### src/rtl/flash_poll_pkg.sv
package flash_poll_pkg;

    typedef enum logic [2:0] {
        ST_ARRAY = 3'd0,
        ST_PROG  = 3'd1,
        ST_ERASE = 3'd2,
        ST_ESUSP = 3'd3,
        ST_PSUSP = 3'd4,
        ST_PROT  = 3'd5,
        ST_FAULT = 3'd6
    } poll_state_e;

    typedef enum logic {
        OP_PROG  = 1'b0,
        OP_ERASE = 1'b1
    } poll_op_e;

    typedef struct packed {
        logic status;
        logic poll;
        logic err;
        logic ready;
    } poll_view_t;

    function automatic int unsigned max3(input int unsigned a, input int unsigned b,
                                         input int unsigned c);
        int unsigned m;
        m = (a > b) ? a : b;
        return (m > c) ? m : c;
    endfunction

    function automatic logic state_ready(input poll_state_e s);
        return (s == ST_ARRAY) || (s == ST_ESUSP);
    endfunction

    function automatic logic busy_poll(input poll_op_e op, input logic dbit);
        return (op == OP_ERASE) ? 1'b0 : ~dbit;
    endfunction

endpackage

### src/rtl/poll_countdown.sv
module poll_countdown #(
    parameter int W = 4
) (
    input  logic         clk,
    input  logic         rst,
    input  logic         load,
    input  logic [W-1:0] load_val,
    input  logic         dec,
    output logic         zero
);
    logic [W-1:0] cnt;

    always_ff @(posedge clk) begin
        if (rst)
            cnt <= '0;
        else if (load)
            cnt <= load_val;
        else if (dec && cnt != '0)
            cnt <= cnt - 1'b1;
    end

    assign zero = (cnt == '0);

    // a timer that is neither loaded nor stepped keeps its value (suspend freeze)
    a_r5_cnt_frozen: assert property (@(posedge clk) disable iff (rst)
        (!load && !dec) |=> $stable(cnt));

    // the count never wraps below zero
    a_r9_floor_holds: assert property (@(posedge clk) disable iff (rst)
        (zero && !load) |=> zero);

endmodule

### src/rtl/poll_sequencer.sv
module poll_sequencer
    import flash_poll_pkg::*;
#(
    parameter int DATA_W       = 8,
    parameter int ADDR_W       = 8,
    parameter int POLL_BIT     = 7,
    parameter int PROG_CYCLES  = 6,
    parameter int ERASE_CYCLES = 20,
    parameter int PROT_CYCLES  = 10,
    parameter int STALL_LIMIT  = 12
) (
    input  logic              clk,
    input  logic              rst,
    input  logic              wr_done,
    input  logic              wr_op,
    input  logic [DATA_W-1:0] wr_data,
    input  logic [ADDR_W-1:0] wr_addr,
    input  logic              wr_prot,
    input  logic              suspend_cmd,
    input  logic              resume_cmd,
    input  logic              clear_cmd,
    input  logic              stall,
    output poll_view_t        view,
    output logic [ADDR_W-1:0] lat_addr
);
    localparam int unsigned MAXC = max3(max3(PROG_CYCLES, ERASE_CYCLES, PROT_CYCLES),
                                        STALL_LIMIT, 1);
    localparam int CW      = $clog2(MAXC + 1);
    localparam int T_PROG  = 0;
    localparam int T_ERASE = 1;
    localparam int T_WD    = 2;
    localparam int NT      = 3;

    poll_state_e state, state_nx;
    poll_op_e    op_q;
    logic        dbit_q, last_q;
    logic        accept_prog, accept_erase, stallable, wd_fire;
    logic [NT-1:0] t_load, t_dec, t_zero;
    logic [CW-1:0] t_val [NT];
    logic          unused_data;

    assign unused_data = ^wr_data;

    always_comb begin
        accept_prog  = wr_done && (wr_op == OP_PROG) &&
                       ((state == ST_ARRAY) ||
                        (state == ST_ESUSP && !resume_cmd && !wr_prot));
        accept_erase = wr_done && (wr_op == OP_ERASE) && (state == ST_ARRAY);
        stallable    = (state == ST_PROG) || (state == ST_PSUSP) || (state == ST_ERASE);
        wd_fire      = stallable && stall && t_zero[T_WD];

        t_load[T_PROG]  = accept_prog;
        t_val[T_PROG]   = (state == ST_ARRAY && wr_prot) ? CW'(PROT_CYCLES) : CW'(PROG_CYCLES);
        t_dec[T_PROG]   = (((state == ST_PROG) || (state == ST_PSUSP)) && !stall) ||
                          (state == ST_PROT);
        t_load[T_ERASE] = accept_erase;
        t_val[T_ERASE]  = CW'(ERASE_CYCLES);
        t_dec[T_ERASE]  = (state == ST_ERASE) && !stall;
        t_load[T_WD]    = !(stallable && stall);
        t_val[T_WD]     = CW'(STALL_LIMIT);
        t_dec[T_WD]     = stallable && stall;
    end

    for (genvar g = 0; g < NT; g++) begin : g_timer
        poll_countdown #(.W(CW)) u_cd (
            .clk      (clk),
            .rst      (rst),
            .load     (t_load[g]),
            .load_val (t_val[g]),
            .dec      (t_dec[g]),
            .zero     (t_zero[g])
        );
    end

    always_comb begin
        state_nx = state;
        unique case (state)
            ST_ARRAY: begin
                if (accept_prog)       state_nx = wr_prot ? ST_PROT : ST_PROG;
                else if (accept_erase) state_nx = ST_ERASE;
            end
            ST_PROG: begin
                if (t_zero[T_PROG]) state_nx = ST_ARRAY;
                else if (wd_fire)   state_nx = ST_FAULT;
            end
            ST_PSUSP: begin
                if (t_zero[T_PROG]) state_nx = ST_ESUSP;
                else if (wd_fire)   state_nx = ST_FAULT;
            end
            ST_PROT: begin
                if (t_zero[T_PROG]) state_nx = ST_ARRAY;
            end
            ST_ERASE: begin
                if (t_zero[T_ERASE]) state_nx = ST_ARRAY;
                else if (wd_fire)    state_nx = ST_FAULT;
                else if (suspend_cmd) state_nx = ST_ESUSP;
            end
            ST_ESUSP: begin
                if (resume_cmd)       state_nx = ST_ERASE;
                else if (accept_prog) state_nx = ST_PSUSP;
            end
            ST_FAULT: begin
                if (clear_cmd) state_nx = ST_ARRAY;
            end
            default: state_nx = ST_ARRAY;
        endcase
    end

    always_ff @(posedge clk) begin
        if (rst) begin
            state    <= ST_ARRAY;
            op_q     <= OP_PROG;
            dbit_q   <= 1'b0;
            last_q   <= 1'b1;
            lat_addr <= '0;
        end else begin
            state <= state_nx;
            if (accept_prog) begin
                dbit_q   <= wr_data[POLL_BIT];
                lat_addr <= wr_addr;
                op_q     <= OP_PROG;
            end
            if (accept_erase) begin
                lat_addr <= wr_addr;
                op_q     <= OP_ERASE;
            end
            if (state == ST_ESUSP && resume_cmd)
                op_q <= OP_ERASE;
            if ((state == ST_PROG || state == ST_PSUSP) && t_zero[T_PROG])
                last_q <= dbit_q;
            if (state == ST_ERASE && t_zero[T_ERASE])
                last_q <= 1'b1;
        end
    end

    always_comb begin
        view.status = (state != ST_ARRAY);
        view.err    = (state == ST_FAULT);
        view.ready  = state_ready(state);
        unique case (state)
            ST_ARRAY:                   view.poll = last_q;
            ST_PROG, ST_PSUSP, ST_PROT: view.poll = ~dbit_q;
            ST_ERASE:                   view.poll = 1'b0;
            ST_ESUSP:                   view.poll = 1'b1;
            ST_FAULT:                   view.poll = busy_poll(op_q, dbit_q);
            default:                    view.poll = last_q;
        endcase
    end

    // an accepted program reports busy with the inverted datum bit on the next cycle
    a_r2_prog_entry: assert property (@(posedge clk) disable iff (rst)
        (state == ST_ARRAY && wr_done && wr_op == OP_PROG) |=>
        (view.status && !view.ready && view.poll == !$past(wr_data[POLL_BIT])));

    // a suspend accepted during erase gives ready and a polling bit of 1
    a_r5_suspend_ready: assert property (@(posedge clk) disable iff (rst)
        (state == ST_ERASE && suspend_cmd && !t_zero[T_ERASE] && !wd_fire) |=>
        (view.ready && view.poll && view.status));

    // the end of a protected-sector program leaves the array bit untouched
    a_r7_prot_no_change: assert property (@(posedge clk) disable iff (rst)
        (state == ST_PROT && t_zero[T_PROG]) |=> (view.poll == $past(last_q) && view.ready));

    // the error flag is sticky until the clear command
    a_r8_fault_sticky: assert property (@(posedge clk) disable iff (rst)
        (view.err && !clear_cmd) |=> view.err);

    // a command strobe during a busy phase does not move the latched address
    a_r11_busy_ignore: assert property (@(posedge clk) disable iff (rst)
        ((state == ST_PROG || state == ST_ERASE || state == ST_PROT) && wr_done) |=>
        $stable(lat_addr));

endmodule

### src/rtl/poll_read_port.sv
module poll_read_port
    import flash_poll_pkg::*;
#(
    parameter int ADDR_W = 8
) (
    input  logic              clk,
    input  logic              rst,
    input  logic              rd_en,
    input  logic [ADDR_W-1:0] rd_addr,
    input  logic [ADDR_W-1:0] lat_addr,
    input  poll_view_t        view,
    output logic              rd_valid,
    output logic              rd_status,
    output logic              rd_poll,
    output logic              rd_err,
    output logic              rd_hit
);
    always_ff @(posedge clk) begin
        if (rst) begin
            rd_valid  <= 1'b0;
            rd_status <= 1'b0;
            rd_poll   <= 1'b0;
            rd_err    <= 1'b0;
            rd_hit    <= 1'b0;
        end else begin
            rd_valid <= rd_en;
            if (rd_en) begin
                rd_status <= view.status;
                rd_poll   <= view.poll;
                rd_err    <= view.err;
                rd_hit    <= (rd_addr == lat_addr);
            end
        end
    end

    // every read strobe produces a valid result on the following cycle
    a_r12_valid_follows: assert property (@(posedge clk) disable iff (rst)
        rd_en |=> rd_valid);

    // no strobe, no valid result
    a_r12_quiet_idle: assert property (@(posedge clk) disable iff (rst)
        !rd_en |=> !rd_valid);

endmodule

### src/rtl/poll_status_gen.sv
module poll_status_gen
    import flash_poll_pkg::*;
#(
    parameter int DATA_W       = 8,
    parameter int ADDR_W       = 8,
    parameter int POLL_BIT     = 7,
    parameter int PROG_CYCLES  = 6,
    parameter int ERASE_CYCLES = 20,
    parameter int CLK_MHZ      = 250,
    parameter int PROT_NS      = 40,
    parameter int STALL_LIMIT  = 12
) (
    input  logic              clk,
    input  logic              rst,
    input  logic              wr_done,
    input  logic              wr_op,
    input  logic [DATA_W-1:0] wr_data,
    input  logic [ADDR_W-1:0] wr_addr,
    input  logic              wr_prot,
    input  logic              suspend_cmd,
    input  logic              resume_cmd,
    input  logic              clear_cmd,
    input  logic              stall,
    input  logic              rd_en,
    input  logic [ADDR_W-1:0] rd_addr,
    output logic              rd_valid,
    output logic              rd_status,
    output logic              rd_poll,
    output logic              rd_err,
    output logic              rd_hit,
    output logic              ready
);
    localparam int PROT_RAW    = (CLK_MHZ * PROT_NS) / 1000;
    localparam int PROT_CYCLES = (PROT_RAW < 1) ? 1 : PROT_RAW;

    poll_view_t        view;
    logic [ADDR_W-1:0] lat_addr;

    poll_sequencer #(
        .DATA_W       (DATA_W),
        .ADDR_W       (ADDR_W),
        .POLL_BIT     (POLL_BIT),
        .PROG_CYCLES  (PROG_CYCLES),
        .ERASE_CYCLES (ERASE_CYCLES),
        .PROT_CYCLES  (PROT_CYCLES),
        .STALL_LIMIT  (STALL_LIMIT)
    ) u_seq (
        .clk         (clk),
        .rst         (rst),
        .wr_done     (wr_done),
        .wr_op       (wr_op),
        .wr_data     (wr_data),
        .wr_addr     (wr_addr),
        .wr_prot     (wr_prot),
        .suspend_cmd (suspend_cmd),
        .resume_cmd  (resume_cmd),
        .clear_cmd   (clear_cmd),
        .stall       (stall),
        .view        (view),
        .lat_addr    (lat_addr)
    );

    poll_read_port #(.ADDR_W(ADDR_W)) u_rd (
        .clk       (clk),
        .rst       (rst),
        .rd_en     (rd_en),
        .rd_addr   (rd_addr),
        .lat_addr  (lat_addr),
        .view      (view),
        .rd_valid  (rd_valid),
        .rd_status (rd_status),
        .rd_poll   (rd_poll),
        .rd_err    (rd_err),
        .rd_hit    (rd_hit)
    );

    assign ready = view.ready;

endmodule

### config.mk
export PLATFORM = sky130hd
export DESIGN_NAME = poll_status_gen
export DESIGN_NICKNAME = d
export VERILOG_FILES = /design/src/rtl/flash_poll_pkg.sv /design/src/rtl/poll_countdown.sv /design/src/rtl/poll_sequencer.sv /design/src/rtl/poll_read_port.sv /design/src/rtl/poll_status_gen.sv
export SDC_FILE = /design/constraint.sdc
export NUM_CORES = 1
export LEC_CHECK = 0
export ABC_AREA = 0
export BUFFER_PORTS_ARGS = -buffer_cell sky130_fd_sc_hd__buf_2
export CORE_AREA = 3 3 64 66
export CTS_BUF_LIST = sky130_fd_sc_hd__clkbuf_8 sky130_fd_sc_hd__clkbuf_16
export DETAILED_ROUTE_END_ITERATION = 12
export DIE_AREA = 0 0 67 69
export PLACE_DENSITY = 0.77
export SKIP_LAST_GASP = 1
export SLEW_MARGIN = 15
export SYNTH_ARGS = -nofsm -noshare
export SYNTH_HDL_FRONTEND = slang
export SYNTH_SLANG_ARGS = --single-unit
### constraint.sdc
create_clock -name clk -period 2.7 [get_ports clk]
set_input_delay 0.135 -clock clk [delete_from_list [all_inputs] [get_ports clk]]
set_output_delay 0.135 -clock clk [all_outputs]
set_load 0.02 [all_outputs]
==> flow_metrics.env <==
export IMPL_startpoint="u_seq.g_timer[0].u_cd.cnt[0]"
export IMPL_grt_pass1_vias=1510
export IMPL_hpwl_um=2880
export IMPL_peakVddDrop_uv=401
export IMPL_postCtsSetupBuffers=0
export IMPL_postCtsHoldBufs=0
export IMPL_grt_use_met1_pct=24.8
export IMPL_synth_top_cells_by_area="dfxtp_1 (35%), mux2i_1 (5.2%), nor2_1 (4.3%)"
export IMPL_post_synth_cell_area_avg_sq_um=8.75
export IMPL_drive_above_1_share_pct=21.8
export IMPL_skew_ps=7.76
export IMPL_status="complete, no violations"
export IMPL_p_sw_share_pct=39.5
export IMPL_tns_ps=0
export IMPL_min_path_type="in -> reg"
export IMPL_min_period_ps=1960
export IMPL_clkLatencyLatePin_ps=290
export IMPL_netlist_area_sq_mm=0.00193
export IMPL_cp_required_ps=2900
export IMPL_drtAntennaViolNets=0
export IMPL_syn_to_final_growth_pct=14.6
export IMPL_start_util_pct=53.0
export IMPL_finalSetupViolCount=0
export IMPL_cp_data_arrival_time_ps=2160
export IMPL_path_class="reg -> reg"
export IMPL_fp_coreArea_sq_mm=0.00363
export IMPL_first_pass_iters=4
export IMPL_io_buffers=32
export IMPL_maxSlewHeadroom_pct=63.7
export IMPL_grt_use_total_pct=17.7
export IMPL_slew_viol_final=0
export IMPL_clkPwrFrac_pct=18.4
export IMPL_cts_tree="built"
export IMPL_p_int_mw=1.28
export IMPL_hp_start="wr_addr[7]"
export IMPL_ctsResizeCount=0
export IMPL_final_period_utilization_pct=72.5
export IMPL_clk_pin_slew_worst_paths_ps=70
export IMPL_tightest_slew_ps=537
export IMPL_p_comb_share_pct=47.7
export IMPL_cts_htree_levels=2
export IMPL_max_freq_ghz=0.511
export IMPL_ys_warn_count=0
export IMPL_wl_per_cell_um=12.8
export IMPL_crit_fanout=6
export IMPL_p_leak_nw=0.933
export IMPL_drt_iter0_markers=154
export IMPL_routed_via_density=5.49
export IMPL_cts_root_buf="clkbuf_8"
export IMPL_busiest_layer="met2"
export IMPL_async_flop_share_pct=0
export IMPL_num_antenna_cells=0
export IMPL_setup_ws_ps=742
export IMPL_grt_pass1_wl_um=6470
export IMPL_reg2reg_from="u_seq.g_timer[0].u_cd.cnt[0]"
export IMPL_clkSinkCount=34
export IMPL_power_density_mw_per_mm2=956
export IMPL_dieArea_sq_mm=0.00462
export IMPL_drc_errors=0
export IMPL_critPathCaptureType="flop"
export IMPL_pwr_share_seq_pct=33.9
export IMPL_power_mw=2.11
export IMPL_drt_wl_total_um=3830
export IMPL_synthFlopType="dfxtp_1"
export IMPL_post_route_util_pct=60.7
export IMPL_synth_top_cell_by_area="dfxtp_1"
export IMPL_use_met3_pct=5.86
export IMPL_rows=22
export IMPL_seq_area_frac_synth_pct=35.3
export IMPL_clockBufferDepth=2
export IMPL_cp_start_kind="flop"
export IMPL_synth_top_area_share_pct=35.3
export IMPL_via_count=1646
export IMPL_power_switching_uw=834
export IMPL_finalHoldViolations=0
export IMPL_ios=40
export IMPL_syn_num_nets=260
export IMPL_synth_edf_count=0
export IMPL_dieWidth_um=67
export IMPL_rsz0062_at_grt="false"
export IMPL_ys_ff_latch=34
export IMPL_maxCapViolCount=0
export IMPL_antenna_found_initial=0
export IMPL_finalNetCount=291
export IMPL_whs_ps=81.6
export IMPL_synthCells=220
export IMPL_fp_dieH_um=69
export IMPL_numCtsBuffers=5
export IMPL_synthDistinctLibCells=52
export IMPL_routabilityCongestion=0.866
export IMPL_met2_usage_pct=25.0
export IMPL_fillers=343
export IMPL_globalRouteOverflowTotal=0
export IMPL_dpl_worst_slack_ps=760
export IMPL_grt_max_degree=28
-- state kept, by name (all words and copies together) (netlist names) --
signal / cells
u_seq.state: 3
u_rd.rd_err: 1
u_seq.g_timer.u_cd.cnt: 15
u_rd.rd_valid: 1
u_seq.op_q: 1
u_rd.rd_poll: 1
u_rd.rd_status: 1
u_rd.rd_hit: 1
u_seq.lat_addr: 8
u_seq.last_q: 1
u_seq.dbit_q: 1
-- worst max-delay path, cell delays in order, from the launching register on --
cell      delay [ps]
dfxtp_1          330
inv_1             90
ha_1             180
or4b_4           510
a221oi_2         250
o32a_2           250
nor2_1            60
a311oi_2         210
-- area by class of cell --
class / count / area [sq um] / area share, %
Clock buffer: 6 / 82.6 / 3.74
Clock inverter: 2 / 12.5 / 0.567
Inverter: 13 / 48.8 / 2.21
Multi-Input combinational cell: 162 / 1140 / 51.6
Sequential cell: 34 / 681 / 30.8
Tap cell: 48 / 60.1 / 2.72
Timing Repair Buffer: 35 / 183 / 8.28
-- cells by family (layout without fill, tap and decap cells) --
| family | Yosys count | in the layout | synth area share, % |
|---|---|---|---|
| compound gates | 41 | 41 | 15.5 |
| xor+xnor | 15 | 15 | 6.82 |
| fa+ha+maj | 7 | 7 | 4.42 |
| buf+inv | 24 | 56 | 5.46 |
| flops | 34 | 34 | 35.3 |
| mux | 10 | 10 | 5.20 |
| simple gates | 89 | 89 | 27.3 |
-- final timing paths --
check / end / slack, ps / cells after the start
worst max register to register: u_seq.state[0] / 740 / 7
worst max-delay path: u_seq.state[0] / 740 / 7
worst min register to register: u_rd.rd_err / 470 / 2
worst min-delay path: u_seq.lat_addr[7] / 80 / 3
-- placed cells by master (no fill, tap or decap), drive strengths merged, types with 9 or more instances in the layout --
cell | synthesis | final
nand2 | 9 | 9
xor2 | 9 | 9
buf | 6 | 35
inv | 13 | 13
mux2i | 10 | 10
nor2 | 22 | 22
a21oi | 11 | 11
dfxtp | 34 | 34
-- synth_stat cells, types with 2 or more instances --
master      n
mux2i_1    10
dfxtp_1    34
nand4_1     2
nor4b_1     3
or3_1       3
nor4_1      2
xor2_1      9
nor3b_1     3
a31oi_1     4
nor2b_1     8
a21oi_1    11
xnor2_1     6
nand3_1     8
nor3_1      8
nand2_1     9
o21ai_0     5
nor2_1     22
buf_2       3
or4b_4      2
clkbuf_1    5
a211oi_1    7
and3_1      4
ha_1        6
nand2b_1    4
o2bb2ai_1   2
and2_1      2
inv_1      13
-- metrics by stage --
stage	area [sq um]	std cells
final	2210	300
after global routing	2210	300
after CTS	2210	300
after detailed placement	2110	292
after global placement	2110	292
after floorplan	1930	220
-- power by group through the flow --
stage               Combinational (mW)  Clock [mW]  Sequential, mW
global route                      1.13       0.432           0.734
global placement                 0.993           0           0.724
finish                            1.01       0.389           0.716
detailed placement                1.00           0           0.728
CTS                               1.01       0.403           0.716
floorplan                        0.825           0           0.702
-- routing by layer --
layer	part of all wire, %	routed length, um
met5	0	0
met4	1.5	57
met3	7.4	284
met2	44	1700
met1	47	1790
Note: power is estimated with default switching activity, not from simulation.
